===== config.mk =====
export PLATFORM = sky130hd
export DESIGN_NAME = llsc_resv_tracker
export DESIGN_NICKNAME = d
export VERILOG_FILES = /design/src/rtl/llsc_pkg.sv /design/src/rtl/llsc_resv_store.sv /design/src/rtl/llsc_ctl_fsm.sv /design/src/rtl/llsc_resv_tracker.sv
export SDC_FILE = /design/constraint.sdc
export NUM_CORES = 1
export LEC_CHECK = 0
export BUFFER_PORTS_ARGS = -buffer_cell sky130_fd_sc_hd__buf_2
export CAP_MARGIN = 20
export CORE_MARGIN = 1
export CORE_UTILIZATION = 34
export CTS_CLUSTER_DIAMETER = 40
export DETAILED_ROUTE_END_ITERATION = 16
export SETUP_SLACK_MARGIN = 0.1
export SLEW_MARGIN = 20
export SYNTH_ARGS = -nofsm -noshare
export SYNTH_HDL_FRONTEND = slang
export SYNTH_SLANG_ARGS = --single-unit

===== constraint.sdc =====
create_clock -name clk -period 4.3 [get_ports clk]
set_input_delay 0.215 -clock clk [delete_from_list [all_inputs] [get_ports clk]]
set_output_delay 0.215 -clock clk [all_outputs]
set_load 0.01 [all_outputs]

===== src/rtl/llsc_pkg.sv =====
package llsc_pkg;
  typedef enum logic {OP_LL = 1'b0, OP_SC = 1'b1} llsc_op_e;
  typedef enum logic [1:0] {ST_IDLE, ST_MREQ, ST_MWAIT, ST_RSP} ctl_st_e;
endpackage


===== src/rtl/llsc_resv_store.sv =====
module llsc_resv_store #(
  parameter int ADDR_W      = 32,
  parameter int DATA_W      = 32,
  parameter int LINE_OFFS_W = 4
) (
  input  logic                      clk,
  input  logic                      rst_n,
  input  logic                      ntf_valid,
  input  logic [ADDR_W-LINE_OFFS_W-1:0] ntf_line,
  input  logic [ADDR_W-1:0]         q_addr,
  input  logic                      set_en,
  input  logic                      clr_en,
  input  logic                      dat_en,
  input  logic [DATA_W-1:0]         dat_in,
  output logic                      flag_q,
  output logic [ADDR_W-1:0]         addr_q,
  output logic [DATA_W-1:0]         dat_q,
  output logic                      q_hit
);
  localparam int LINE_W = ADDR_W - LINE_OFFS_W;

  logic [LINE_W-1:0] line_q;
  logic              ntf_kill;

  assign line_q   = addr_q[ADDR_W-1:LINE_OFFS_W];
  assign ntf_kill = ntf_valid && (ntf_line == line_q);
  // notice is applied before the lookup of the same cycle
  assign q_hit    = flag_q && !ntf_kill && (q_addr == addr_q);

  always_ff @(posedge clk) begin
    if (!rst_n) begin
      flag_q <= 1'b0;
      addr_q <= '0;
      dat_q  <= '0;
    end else begin
      if (set_en) begin
        flag_q <= 1'b1;
        addr_q <= q_addr;
      end else if (clr_en || ntf_kill) begin
        flag_q <= 1'b0;
      end
      if (dat_en) dat_q <= dat_in;
    end
  end
endmodule


===== src/rtl/llsc_ctl_fsm.sv =====
module llsc_ctl_fsm
  import llsc_pkg::*;
#(
  parameter int ADDR_W = 32,
  parameter int DATA_W = 32
) (
  input  logic              clk,
  input  logic              rst_n,
  input  logic              cpu_req_valid,
  output logic              cpu_req_ready,
  input  logic              cpu_req_op,
  input  logic [ADDR_W-1:0] cpu_req_addr,
  input  logic [DATA_W-1:0] cpu_req_wdata,
  output logic              cpu_rsp_valid,
  input  logic              cpu_rsp_ready,
  output logic [DATA_W-1:0] cpu_rsp_data,
  output logic              mem_req_valid,
  input  logic              mem_req_ready,
  output logic              mem_req_op,
  output logic [ADDR_W-1:0] mem_req_addr,
  output logic [DATA_W-1:0] mem_req_wdata,
  input  logic              mem_rsp_valid,
  input  logic [DATA_W-1:0] mem_rsp_data,
  input  logic              q_hit,
  input  logic [DATA_W-1:0] dat_q,
  output logic              set_en,
  output logic              clr_en,
  output logic              dat_en
);
  ctl_st_e           st_q;
  llsc_op_e          op_q;
  logic [ADDR_W-1:0] addr_q;
  logic [DATA_W-1:0] wdata_q;
  logic [DATA_W-1:0] rsp_q;
  llsc_op_e          in_op;
  logic              accept;
  logic              rsp_in;

  assign in_op  = llsc_op_e'(cpu_req_op);
  assign accept = (st_q == ST_IDLE) && cpu_req_valid;
  assign rsp_in = (st_q == ST_MWAIT) && mem_rsp_valid;

  assign set_en = accept && (in_op == OP_LL) && !q_hit;
  assign clr_en = (accept && (in_op == OP_SC) && !q_hit) ||
                  (rsp_in && (op_q == OP_SC));
  assign dat_en = rsp_in && (op_q == OP_LL);

  assign cpu_req_ready = (st_q == ST_IDLE);
  assign cpu_rsp_valid = (st_q == ST_RSP);
  assign cpu_rsp_data  = rsp_q;
  assign mem_req_valid = (st_q == ST_MREQ);
  assign mem_req_op    = op_q;
  assign mem_req_addr  = addr_q;
  assign mem_req_wdata = wdata_q;

  always_ff @(posedge clk) begin
    if (!rst_n) begin
      st_q    <= ST_IDLE;
      op_q    <= OP_LL;
      addr_q  <= '0;
      wdata_q <= '0;
      rsp_q   <= '0;
    end else begin
      unique case (st_q)
        ST_IDLE: if (accept) begin
          op_q    <= in_op;
          addr_q  <= cpu_req_addr;
          wdata_q <= cpu_req_wdata;
          if (q_hit && in_op == OP_LL) begin
            rsp_q <= dat_q;
            st_q  <= ST_RSP;
          end else if (in_op == OP_LL || q_hit) begin
            st_q  <= ST_MREQ;
          end else begin
            rsp_q <= '0;
            st_q  <= ST_RSP;
          end
        end
        ST_MREQ:  if (mem_req_ready) st_q <= ST_MWAIT;
        ST_MWAIT: if (mem_rsp_valid) begin
          rsp_q <= (op_q == OP_LL) ? mem_rsp_data : DATA_W'(mem_rsp_data[0]);
          st_q  <= ST_RSP;
        end
        ST_RSP:   if (cpu_rsp_ready) st_q <= ST_IDLE;
        default:  st_q <= ST_IDLE;
      endcase
    end
  end
endmodule


===== src/rtl/llsc_resv_tracker.sv =====
module llsc_resv_tracker #(
  parameter int ADDR_W      = 32,
  parameter int DATA_W      = 32,
  parameter int LINE_OFFS_W = 4
) (
  input  logic                          clk,
  input  logic                          rst_n,
  input  logic                          cpu_req_valid,
  output logic                          cpu_req_ready,
  input  logic                          cpu_req_op,
  input  logic [ADDR_W-1:0]             cpu_req_addr,
  input  logic [DATA_W-1:0]             cpu_req_wdata,
  output logic                          cpu_rsp_valid,
  input  logic                          cpu_rsp_ready,
  output logic [DATA_W-1:0]             cpu_rsp_data,
  output logic                          mem_req_valid,
  input  logic                          mem_req_ready,
  output logic                          mem_req_op,
  output logic [ADDR_W-1:0]             mem_req_addr,
  output logic [DATA_W-1:0]             mem_req_wdata,
  input  logic                          mem_rsp_valid,
  input  logic [DATA_W-1:0]             mem_rsp_data,
  input  logic                          ntf_valid,
  input  logic [ADDR_W-LINE_OFFS_W-1:0] ntf_line
);
  logic              set_en, clr_en, dat_en, q_hit, resv_flag;
  logic [ADDR_W-1:0] resv_addr;
  logic [DATA_W-1:0] resv_dat;

  llsc_resv_store #(.ADDR_W(ADDR_W), .DATA_W(DATA_W), .LINE_OFFS_W(LINE_OFFS_W)) u_store (
    .clk(clk), .rst_n(rst_n), .ntf_valid(ntf_valid), .ntf_line(ntf_line),
    .q_addr(cpu_req_addr), .set_en(set_en), .clr_en(clr_en), .dat_en(dat_en),
    .dat_in(mem_rsp_data), .flag_q(resv_flag), .addr_q(resv_addr),
    .dat_q(resv_dat), .q_hit(q_hit)
  );

  llsc_ctl_fsm #(.ADDR_W(ADDR_W), .DATA_W(DATA_W)) u_ctl (
    .clk(clk), .rst_n(rst_n),
    .cpu_req_valid(cpu_req_valid), .cpu_req_ready(cpu_req_ready),
    .cpu_req_op(cpu_req_op), .cpu_req_addr(cpu_req_addr), .cpu_req_wdata(cpu_req_wdata),
    .cpu_rsp_valid(cpu_rsp_valid), .cpu_rsp_ready(cpu_rsp_ready), .cpu_rsp_data(cpu_rsp_data),
    .mem_req_valid(mem_req_valid), .mem_req_ready(mem_req_ready), .mem_req_op(mem_req_op),
    .mem_req_addr(mem_req_addr), .mem_req_wdata(mem_req_wdata),
    .mem_rsp_valid(mem_rsp_valid), .mem_rsp_data(mem_rsp_data),
    .q_hit(q_hit), .dat_q(resv_dat), .set_en(set_en), .clr_en(clr_en), .dat_en(dat_en)
  );
endmodule


== Yosys cells after proc, flatten, opt, wreduce, memory -nomap -nowiden ==
Cells that the tools add are included.

* Register bits: 164
* Input bits: 132
* Output and inout port bits: 100
* Logic and storage cells: 58

* Equal/unequal tests: 10
* Muxes and demuxes: 15
* Bitwise logic cells: 2
* Reductions and logical operators: 23

{| class="wikitable"
|+ Operator list
! kind !! number
|-
| two-way mux 32 bit || 5
|-
| case mux 32 bit (2 select lines) || 1
|-
| == test 32 bit || 1
|-
| == test 28 bit || 1
|-
| logical AND 1 bit || 12
|-
| two-way mux 2 bit || 6
|-
| case mux 2 bit (4 select lines) || 1
|-
| AND reduction 4 bit || 2
|-
| != test 2 x 1 -> 1 bit, second input constant || 3
|-
| == test 2 bit, second input constant || 2
|-
| nonzero test 2 bit || 2
|-
| logical OR 1 bit || 3
|-
| != test 3 x 2 -> 1 bit, second input constant || 1
|-
| == test 2 x 1 -> 1 bit, second input constant || 1
|-
| zero test 1 bit || 2
|-
| zero test 2 bit || 1
|-
| two-way mux 1 bit || 2
|-
| != test 2 bit, second input constant || 1
|-
| inverter 1 bit || 2
|-
| AND reduction 2 bit || 1
|}

== Longest topological paths before layout ==
Gate-level depths: netlist of the first run.

* Depth after elaboration: 11
* Mapped depth: 14
* Mapped depth without buffers: 12

== Modules after synthesis ==
A second synthesis of the first run with hierarchy kept.

* Cell total of the unflattened synthesis: 824
* Area, all modules: 7539.7 um^2

{| class="wikitable"
|+ Modules (own cells, without submodules)
! module !! times used !! cells an instance !! area an instance (um^2) !! seq. area each (um^2)
|-
| llsc_ctl_fsm || 1 || 531 || 4450.5 || 1981.9
|-
| llsc_resv_store || 1 || 293 || 3089.2 || 1301.2
|}

== Least setup slack after synthesis of the first run ==
No wires, ideal clock.

* Path kind: reg-to-reg
* Start: register u_store.addr_q[19]
* End: register u_ctl.rsp_q[13] (netlist: u_ctl.cpu_rsp_data[13])
* Setup time: 0.116 ns
* Arrival: 2.818 ns
* Data required time: 4.184 ns
* Slack: 1.366 ns
* Cell stages (with the launch flop): 15
* Buffers on the path: 2
* Period minus slack after synthesis: 2.934 ns
* Cells stage by stage: dfxtp_1 > xor2_1 > nor4_1 > nand3_1 > o41a_4 > clkinv_2 > buf_4 > nor2_1 > ha_1 > inv_1 > a21boi_0 > nor3_2 > clkbuf_1 > nand2_1 > o211a_1

* Longest elaborated chain between the ends: 9
* Elaborated cells on any way between the ends: 13
* Classes of those cells: eq/ne (3); mux (3); reduce/logical (7)

{| class="wikitable"
|+ RTL lines
! element !! RTL line !! text
|-
| start: declaration || llsc_resv_store.sv:16 || <nowiki>output logic [ADDR_W-1:0] addr_q,</nowiki>
|-
| start signal: assignment || llsc_resv_store.sv:38 || <nowiki>addr_q <= q_addr;</nowiki>
|-
| == test 28 bit || llsc_resv_store.sv:26 || <nowiki>assign ntf_kill = ntf_valid && (ntf_line == line_q);</nowiki>
|-
| logical AND 1 bit || llsc_resv_store.sv:26 ||
|-
| zero test 1 bit || llsc_resv_store.sv:28 || <nowiki>assign q_hit = flag_q && !ntf_kill && (q_addr == addr_q);</nowiki>
|-
| logical AND 1 bit || llsc_resv_store.sv:28 ||
|-
| logical AND 1 bit (*) || llsc_resv_store.sv:28 ||
|-
| logical AND 1 bit || llsc_ctl_fsm.sv:69 || <nowiki>if (q_hit && in_op == OP_LL) begin</nowiki>
|-
| two-way mux 32 bit || llsc_ctl_fsm.sv:69 ||
|-
| two-way mux 32 bit || llsc_ctl_fsm.sv:65 || <nowiki>ST_IDLE: if (accept) begin</nowiki>
|-
| case mux 32 bit (2 select lines) || llsc_ctl_fsm.sv:64 || <nowiki>unique case (st_q)</nowiki>
|-
| end signal: assignment || llsc_ctl_fsm.sv:70 || <nowiki>rsp_q <= dat_q;</nowiki>
|-
| end signal: assignment || llsc_ctl_fsm.sv:81 || <nowiki>rsp_q <= (op_q == OP_LL) ? mem_rsp_data : DATA_W'(mem_rsp_data[0]);</nowiki>
|-
| end: declaration || llsc_ctl_fsm.sv:34 || <nowiki>logic [DATA_W-1:0] rsp_q;</nowiki>
|}

Mark *: on every way between the ends. The rest lies on a longest branch, timed or not. The select of a mux whose other input is x is not followed.
A chain may end at the register's enable or synchronous reset.

== Final worst setup path of the first run ==
* Start: register u_store.addr_q[19]
* End: register u_ctl.rsp_q[0] (netlist: u_ctl.cpu_rsp_data[0])

The elaborated chain is that of the path after synthesis.

==> results of run 1 <==
-- cell type report --
cell class | count | share of cell area, %
inverters | 8 | 0.330
multi-input cells | 659 | 41.6
well taps | 280 | 3.69
repair buffers | 244 | 13.5
flip-flops and latches | 164 | 34.6
clock inverters | 14 | 1.69
clock buffers | 18 | 4.63
-- metal layers --
metal | vias to the layer above | wire (um) | global-route usage [%]
met5 | - | 13 | 0
met4 | 2 | 123 | 3.90
met1 | 3326 | 10200 | 24.9
met3 | 13 | 1740 | 6.30
li1 | 3519 | - | -
met2 | 206 | 10100 | 30.3
-- Yosys cell counts (2+ instances only) --
library cell | n | share of area [%]
a21boi_0 | 21 | 2.1
a21oi_1 | 79 | 5.2
a22oi_1 | 31 | 3.1
a2bb2oi_1 | 32 | 3.7
and3_1 | 32 | 2.6
buf_1 | 5 | 0.25
buf_4 | 5 | 0.50
buf_6 | 5 | 0.74
clkbuf_1 | 58 | 2.9
dfxtp_1 | 164 | 43
ha_1 | 5 | 0.83
inv_1 | 6 | 0.30
nand2_1 | 263 | 13
nand2b_1 | 32 | 2.6
nand4_1 | 5 | 0.41
nor2_1 | 5 | 0.25
nor2b_1 | 4 | 0.33
nor3_1 | 2 | 0.13
nor4_1 | 12 | 0.99
o211a_1 | 33 | 4.4
o311ai_0 | 3 | 0.35
o311ai_1 | 27 | 3.1
o311ai_2 | 2 | 0.43
xnor2_1 | 9 | 1.0
xor2_1 | 51 | 5.9
-- path summary, 6_finish.rpt --
kind	depth (start not counted)	endpoint	slack, ps
worst max-delay path	13	u_ctl.cpu_rsp_data[0]	1260
worst max register to register	13	u_ctl.cpu_rsp_data[0]	1260
worst min register to register	2	u_ctl.mem_req_addr[19]	450
worst min-delay path	3	u_ctl.mem_req_wdata[3]	20
-- metrics by stage --
stage	util, %	cell area (um^2)	hold slack (ps)	power, mW	cells
6_report	43.5	9490	21.7	5.57	1387
5_1_grt	43.5	9490	4.72	5.96	1387
4_1_cts	43.4	9470	0.460	5.65	1386
3_5_place_dp	40.6	8870	443	4.08	1354
3_3_place_gp	40.6	8870	438	4.05	1354
2_1_floorplan	-	7580	351	3.39	906
-- state kept, by name (all words and copies together) (netlist names) --
name and flops:
u_store.flag_q 1, u_ctl.cpu_rsp_data 32, u_ctl.st_q 2, u_ctl.mem_req_wdata 32
u_ctl.mem_req_addr 32, u_store.addr_q 32, u_ctl.mem_req_op 1, u_store.dat_q 32
-- cells by family (layout without fill, tap and decap cells) --
kind of cell / count (synthesis) / in the layout / synth area share, %
simple gates: 360 / 360 / 20.9
compound gates: 234 / 234 / 23.1
flops: 164 / 164 / 43.3
buf+inv: 83 / 284 / 4.90
xor+xnor: 60 / 60 / 6.94
fa+ha+maj: 5 / 5 / 0.826
-- report_power, final --
group	internal (mW)	leakage, nW	switching [mW]
Clock	0.842	0.296	0.702
Sequential	1.87	1.34	0.208
Combinational	0.792	2.80	1.16
Total	3.50	4.43	2.07
-- worst max-delay path, stage by stage, from the launching register on --
cell and delay, ps:
dfxtp_1 350, xor2_1 170, nor4_1 270, nand3_1 180
o41a_4 620, clkinv_2 90, nor2_1 50, ha_1 260
inv_1 70, a21boi_0 120, nor3_4 170, buf_12 280
o211ai_1 130, o211a_1 140
==> impl_metrics.yaml, run 1 <==
grt:
  overflow: 0
  grt_usage_pct: 19.0
  grt_pass1_wl_um: 33700
  first_global_vias: 6365
  grt_max_degree: 66
  antenna_found_initial: 1
layout:
  n_fill_cell: 2217
  final_nets: 1231
  multiInputGateArea_um2: 3940
  mostFrequentLayoutCells: "nand2_1, buf_2, dfxtp_1, a21oi_1, xor2_1"
  num_antenna_cells: 0
  area_delta_synth_final_pct: 25.3
  layout_commonest_cell: "nand2_1"
  layout-drive-gt1-share_pct: 26.1
  regArea_um2: 3280
clock_tree:
  path_clk_slew_ps: 70
  cts_tree: "built"
  cts_resized: 0
  hold_buffers: 0
  h-tree-depth: 4
  clockBufferDepth: 2
  cts_setup_buffers: 0
  clock_sinks: 164
  cts_buffers: 17
  cts-root-buf: "clkbuf_16"
  clkLatencyLatePin_ps: 430
floorplan:
  ios: 232
  die_area_um2: 22900
  fp.coreArea_um2: 21800
  rows: 54
  dieWidth_um: 151
  initial_core_util_pct: 34.7
  die_h_um: 151
timing:
  finalSetupViolations: 0
  tightest_slew_ps: 886
  fmax_mhz: 329
  relSlewSlack_pct: 40.9
  setup_ws_ps: 1260
  final.period_utilization_pct: 70.7
  rsz0062_at_grt: "no"
  min_period_ps: 3040
  fin_tns_setup_ps: 0
  final-hold-violation-count: 0
  report.final.slew_viol_count: 0
  final.setup_skew_ps: 16.9
job:
  maxCapViolations: 0
power:
  peakVddDrop_uv: 266
  p_leak_nw: 4.43
  p_per_area_nw_per_um2: 587
yosys:
  yosysSeqAreaShare_pct: 43.3
  syn_area_per_cell_um2: 8.36
  synth_cell_types: 40
  async_flop_share_pct: 0
  mappedNetlistArea_um2: 7580
  netlist_instances: 906
  synthFlopType: "dfxtp_1"
  synth-edff-count: 0
  syn_nets: 1043
  synth-seq-cells: 164
  yosys_warnings: 0
routing:
  vias_per_cell: 5.09
  dr.pass1.iters: 5
  wl_per_cell_um: 15.9
  drt_iter0_drc: 393
  drc_errors: 0
  vias: 7066
  wirelength_um: 22100
  ant_nets: 0
worst_hold_path:
  hold_path.class: "input pin to register"
  hold_start: "cpu_req_wdata[3]"
place:
  gp_congestion: 0.841
  io_buffers: 231
  dp_slack_ps: 1260
  hpwl_um: 14800
run_status:
  status: "completed"
worst_setup_path:
  critical_path_required_ps: 4620
  worstSetupStartpoint: "u_store.addr_q[19]"
  critPathLaunchType: "register"
  reg2reg_from: "u_store.addr_q[19]"
  critPathArrivalTime_ps: 3360
  endpoint_kind: "register"
  path_class: "register to register"
  cp_max_fo: 64
Power figures use the tool's default switching activity.
==> inputs of run 2 (changes only) <==
Clock period 4.3 ns to 2.46 ns, I/O delays scaled along.
==> impl_metrics.yaml, run 2 (synthesis results as in run 1) <==
run_status:
  status: "finished, violations left"
  violations: "setup timing"
layout:
  n_fill_cell: 2132
  layout_commonest_cell: "nand2_1"
  layout-drive-gt1-share_pct: 30.2
  utilization_pct: 50.2
  area_delta_synth_final_pct: 44.7
  multiInputGateArea_um2: 4070
  final_area_um2: 11000
  mostFrequentLayoutCells: "nand2_1, buf_2, dfxtp_1, dlygate4sd3_1, a21oi_1"
  regArea_um2: 3300
  final_nets: 1362
grt:
  overflow: 0
  first_global_vias: 7113
  antenna_found_initial: 0
  grt_max_degree: 66
  grt_usage_pct: 21.6
  grt_pass1_wl_um: 38100
floorplan:
  dieWidth_um: 151
  rows: 54
  die_h_um: 151
  fp.coreArea_um2: 21800
  initial_core_util_pct: 34.7
  die_area_um2: 22900
  ios: 232
worst_setup_path:
  cpMaxStageDelayCell: "o41a_4"
  critical_path_required_ps: 2780
  path_class: "register to register"
  critPathArrivalTime_ps: 3010
  endpoint_kind: "register"
  max_stage_delay_ps: 480
  cp_cell_sequence: "xor2_1, nor4_1, nand3_1, o41a_4, clkinv_4, nor2_4, ha_4, inv_2, a21boi_2, nor3_4, buf_6, clkbuf_16, nand2_2, o211a_1"
  critPathLaunchType: "register"
  cp_max_fo: 6
clock_tree:
  cts-root-buf: "clkbuf_16"
  clkLatencyLatePin_ps: 430
  cts_tree: "built"
  clock_sinks: 164
  cts_buffers: 17
  path_clk_slew_ps: 70
  clockBufferDepth: 2
  h-tree-depth: 4
timing:
  final-hold-violation-count: 0
  final.period_utilization_pct: 109
  tightest_slew_ps: 710
  report.final.slew_viol_count: 0
  min_period_ps: 2690
  rsz0062_at_grt: "yes"
  finalSetupViolations: 32
  final.setup_skew_ps: 11.4
  setup_ws_ps: -227
  relSlewSlack_pct: 52.7
  fmax_mhz: 372
  fin_tns_setup_ps: -6150
power:
  p_leak_nw: 5.08
  p_per_area_nw_per_um2: 992
  peakVddDrop_uv: 533
  p_total_mw: 10.9
routing:
  ant_nets: 0
  wl_per_cell_um: 16.4
  dr.pass1.iters: 5
  drt_iter0_drc: 424
  vias: 7685
  drc_errors: 0
  wirelength_um: 24900
  vias_per_cell: 5.06
place:
  place_area_um2: 9230
  io_buffers: 231
  dp_slack_ps: -377
  gp_congestion: 0.801
  hpwl_um: 15400
job:
  maxCapViolations: 0
worst_hold_path:
  hold_path.class: "input pin to register"
[run 2: final timing paths]
kind	cells after the start	to	from	slack [ps]
max	14	u_ctl.cpu_rsp_data[1]	u_store.addr_q[23]	-230
min reg2reg	2	u_ctl.mem_req_wdata[12]	u_ctl.mem_req_wdata[12]	450
min	4	u_ctl.mem_req_addr[20]	cpu_req_addr[20]	70
max reg2reg	14	u_ctl.cpu_rsp_data[1]	u_store.addr_q[23]	-230
[run 2: what timing repair did]
item / CTS / global route
endpoints found under the hold margin: 81 / 0
hold buffers: 81 / 0
resized for setup: 21 / 28
pin swaps: 9 / 4
endpoints found under the setup margin: 33 / 66
setup buffers: 7 / 0
cloned: 5 / 1
[run 2: worst max-delay path: cells and delay by family (launching register included)]
kind                       cells  cell delay, ps
DFF                            1             350
adders and majority gates      1             220
buffers and inverters          4             490
and+or+nand+nor                5             710
AOI/OAI and AO/OA              3             650
xor gates and xnor gates       1             140
[run 2: per-layer routing]
metal	vias to the layer above	share of wire (%)	global-route usage, %
li1	3784	-	-
met1	3657	46	28.9
met2	223	47	34.4
met3	21	6.0	5.30
met4	0	1.1	5.60
met5	-	0	0
[run 2: layout make-up]
class	count	share of cell area [%]
Multi-Input combinational cell	659	37.1
Sequential cell	164	30.1
Timing Repair Buffer	375	24.3
Clock buffer	18	3.91
Tap cell	280	3.20
Clock inverter	13	1.14
Inverter	8	0.320
Antenna cell	1	0.0228
[run 2: power breakdown]
group / internal [mW] / switching (mW) / leakage [nW] / total, mW
logic: 2.20 / 2.47 / 3.46 / 4.67
registers: 3.28 / 0.343 / 1.35 / 3.62
clock network: 1.41 / 1.18 / 0.273 / 2.59
[run 2: metrics by stage]
stage / std cells / hold slack [ps]
final: 1518 / 72.0
after global placement: 1392 / 365
after global routing: 1517 / 69.5
after CTS: 1516 / 57.8
after detailed placement: 1392 / 369
after floorplan: 906 / 259
==> inputs of run 3 (changes only) <==
Settings changed: CORE_MARGIN 1 to 3, PLACE_DENSITY_LB_ADDON from default to 0.1.
Clock period 2.46 ns to 3.5 ns, I/O delays scaled along.
==> impl_metrics.yaml, run 3 (synthesis results as in run 1) <==
worst_setup_path:
  crit_cells: 14
  path_delay_family: "simple AND/OR/NAND/NOR gates"
  cp_cell_sequence: "dlygate4sd3_1, buf_2, xor2_1, nor4_1, nand4_1, or2_2, nor2_1, ha_1, inv_1, a21boi_0, nor3_4, buf_12, o211ai_1, o211a_1"
  reg2reg_from: "u_store.addr_q[11]"
  worstPathBufferInverterCount: 4
  critPathArrivalTime_ps: 3280
  cp_max_fo: 64
  path_class: "input pin to register"
  cpMaxStageDelayCell: "dlygate4sd3_1"
  critical_path_required_ps: 3810
  setup.worst_path.end: "u_ctl.cpu_rsp_data[0]"
  endpoint_kind: "register"
  max_stage_delay_ps: 530
  worstSetupStartpoint: "cpu_req_addr[15]"
  r2r_end: "u_ctl.cpu_rsp_data[0]"
  rrSetupSlack_ps: 610
  reg2reg_depth: 12
  critPathLaunchType: "input pin"
floorplan:
  die_area_um2: 24100
  ios: 232
  initial_core_util_pct: 35.3
  dieWidth_um: 155
  die_h_um: 155
  fp.coreArea_um2: 21500
  rows: 53
worst_hold_path:
  hold_path.class: "input pin to register"
  worstHoldPathCells: 3
place:
  dp.cells: 1352
  place_area_um2: 8900
  io_buffers: 231
  hpwl_um: 15900
  gp_congestion: 0.789
timing:
  relSlewSlack_pct: 47.5
  min_period_ps: 2970
  tightest_slew_ps: 786
  final.setup_skew_ps: 12.7
  final.period_utilization_pct: 84.9
  final-hold-violation-count: 0
  report.final.slew_viol_count: 0
  fmax_mhz: 336
  fin_tns_setup_ps: 0
  finalSetupViolations: 0
  rsz0062_at_grt: "no"
clock_tree:
  cts-root-buf: "clkbuf_16"
  clock_sinks: 164
  clkLatencyLatePin_ps: 420
  cts_resized: 0
  clockBufferDepth: 2
  cts_setup_buffers: 0
  h-tree-depth: 4
  cts_tree: "built"
  cts_buffers: 17
  path_clk_slew_ps: 70
routing:
  wirelength_um: 24200
  vias_per_cell: 5.04
  drc_errors: 0
  vias: 7292
  wl_per_cell_um: 16.8
  drt_iter0_drc: 423
  ant_nets: 0
  dr.pass1.iters: 5
layout:
  final_area_um2: 10200
  instances_no_fill: 1447
  layout-drive-gt1-share_pct: 24.8
  final_nets: 1296
  mostFrequentLayoutCells: "nand2_1, buf_2, dfxtp_1, a21oi_1, dlygate4sd3_1"
  layout_commonest_cell: "nand2_1"
  num_antenna_cells: 0
  area_delta_synth_final_pct: 34.1
power:
  p_leak_nw: 4.72
  p_per_area_nw_per_um2: 695
  peakVddDrop_uv: 364
grt:
  first_global_vias: 7078
  grt_max_degree: 69
  grt_usage_pct: 19.7
  overflow: 0
  grt_pass1_wl_um: 38300
  antenna_found_initial: 0
job:
  maxCapViolations: 0
run_status:
  status: "completed"
==> run 3: metal layers <==
layer | wire [um] | GRT usage, % | part of all wire (%)
met5 | 0 | 0 | 0
met4 | 124 | 3.42 | 0.51
met3 | 1760 | 5.42 | 7.3
met2 | 11200 | 31.4 | 46
met1 | 11100 | 27.1 | 46
==> run 3: worst min-delay path by stage <==
stage | to | from | slack [ps]
after floorplan | u_store.dat_q[0] | mem_rsp_data[0] | 310
after detailed placement | u_ctl.mem_req_wdata[1] | cpu_req_wdata[1] | 420
after global routing | u_ctl.mem_req_addr[10] | cpu_req_addr[10] | 9
final | u_ctl.mem_req_addr[29] | cpu_req_addr[29] | 20
after global placement | u_ctl.mem_req_wdata[1] | cpu_req_wdata[1] | 420
after CTS | u_store.dat_q[24] | mem_rsp_data[24] | 1
==> run 3: per-stage QoR <==
stage	util, %	setup slack [ps]	power, mW	hold WS, ps
final	47.3	527	7.06	19.2
after global routing	47.3	311	7.56	8.91
after CTS	47.3	508	7.17	1.15
after detailed placement	41.4	621	5.06	422
after global placement	41.4	673	5.03	418
after floorplan	-	566	4.16	311
==> run 3: worst reg2reg max path, cell delays in order (launching register included) <==
cell	delay, ps
dfxtp_1	360
xor2_1	150
nor4_1	390
nand4_1	220
or2_2	350
nor2_1	120
ha_1	240
inv_1	70
a21boi_0	130
nor3_4	170
buf_12	280
o211ai_1	140
o211a_1	140
==> run 3: layout make-up <==
class / instances / area [um^2]
Clock buffer: 18 / 439
Clock inverter: 14 / 191
Fill cell: 2153 / 11300
Inverter: 8 / 31.3
Multi-Input combinational cell: 659 / 3940
Sequential cell: 164 / 3280
Tap cell: 275 / 344
Timing Repair Buffer: 309 / 1930
==> run 3: repair_timing <==
item / in CTS / in global routing
hold buffers: 63 / 0
setup endpoints to repair: 0 / 0
hold endpoints to repair: 63 / 0
==> run 3: where the power goes <==
part           internal [mW]  leakage [nW]  switching (mW)
combinational           1.03          3.07            1.46
sequential              2.30          1.34           0.255
clock                   1.17         0.307           0.852
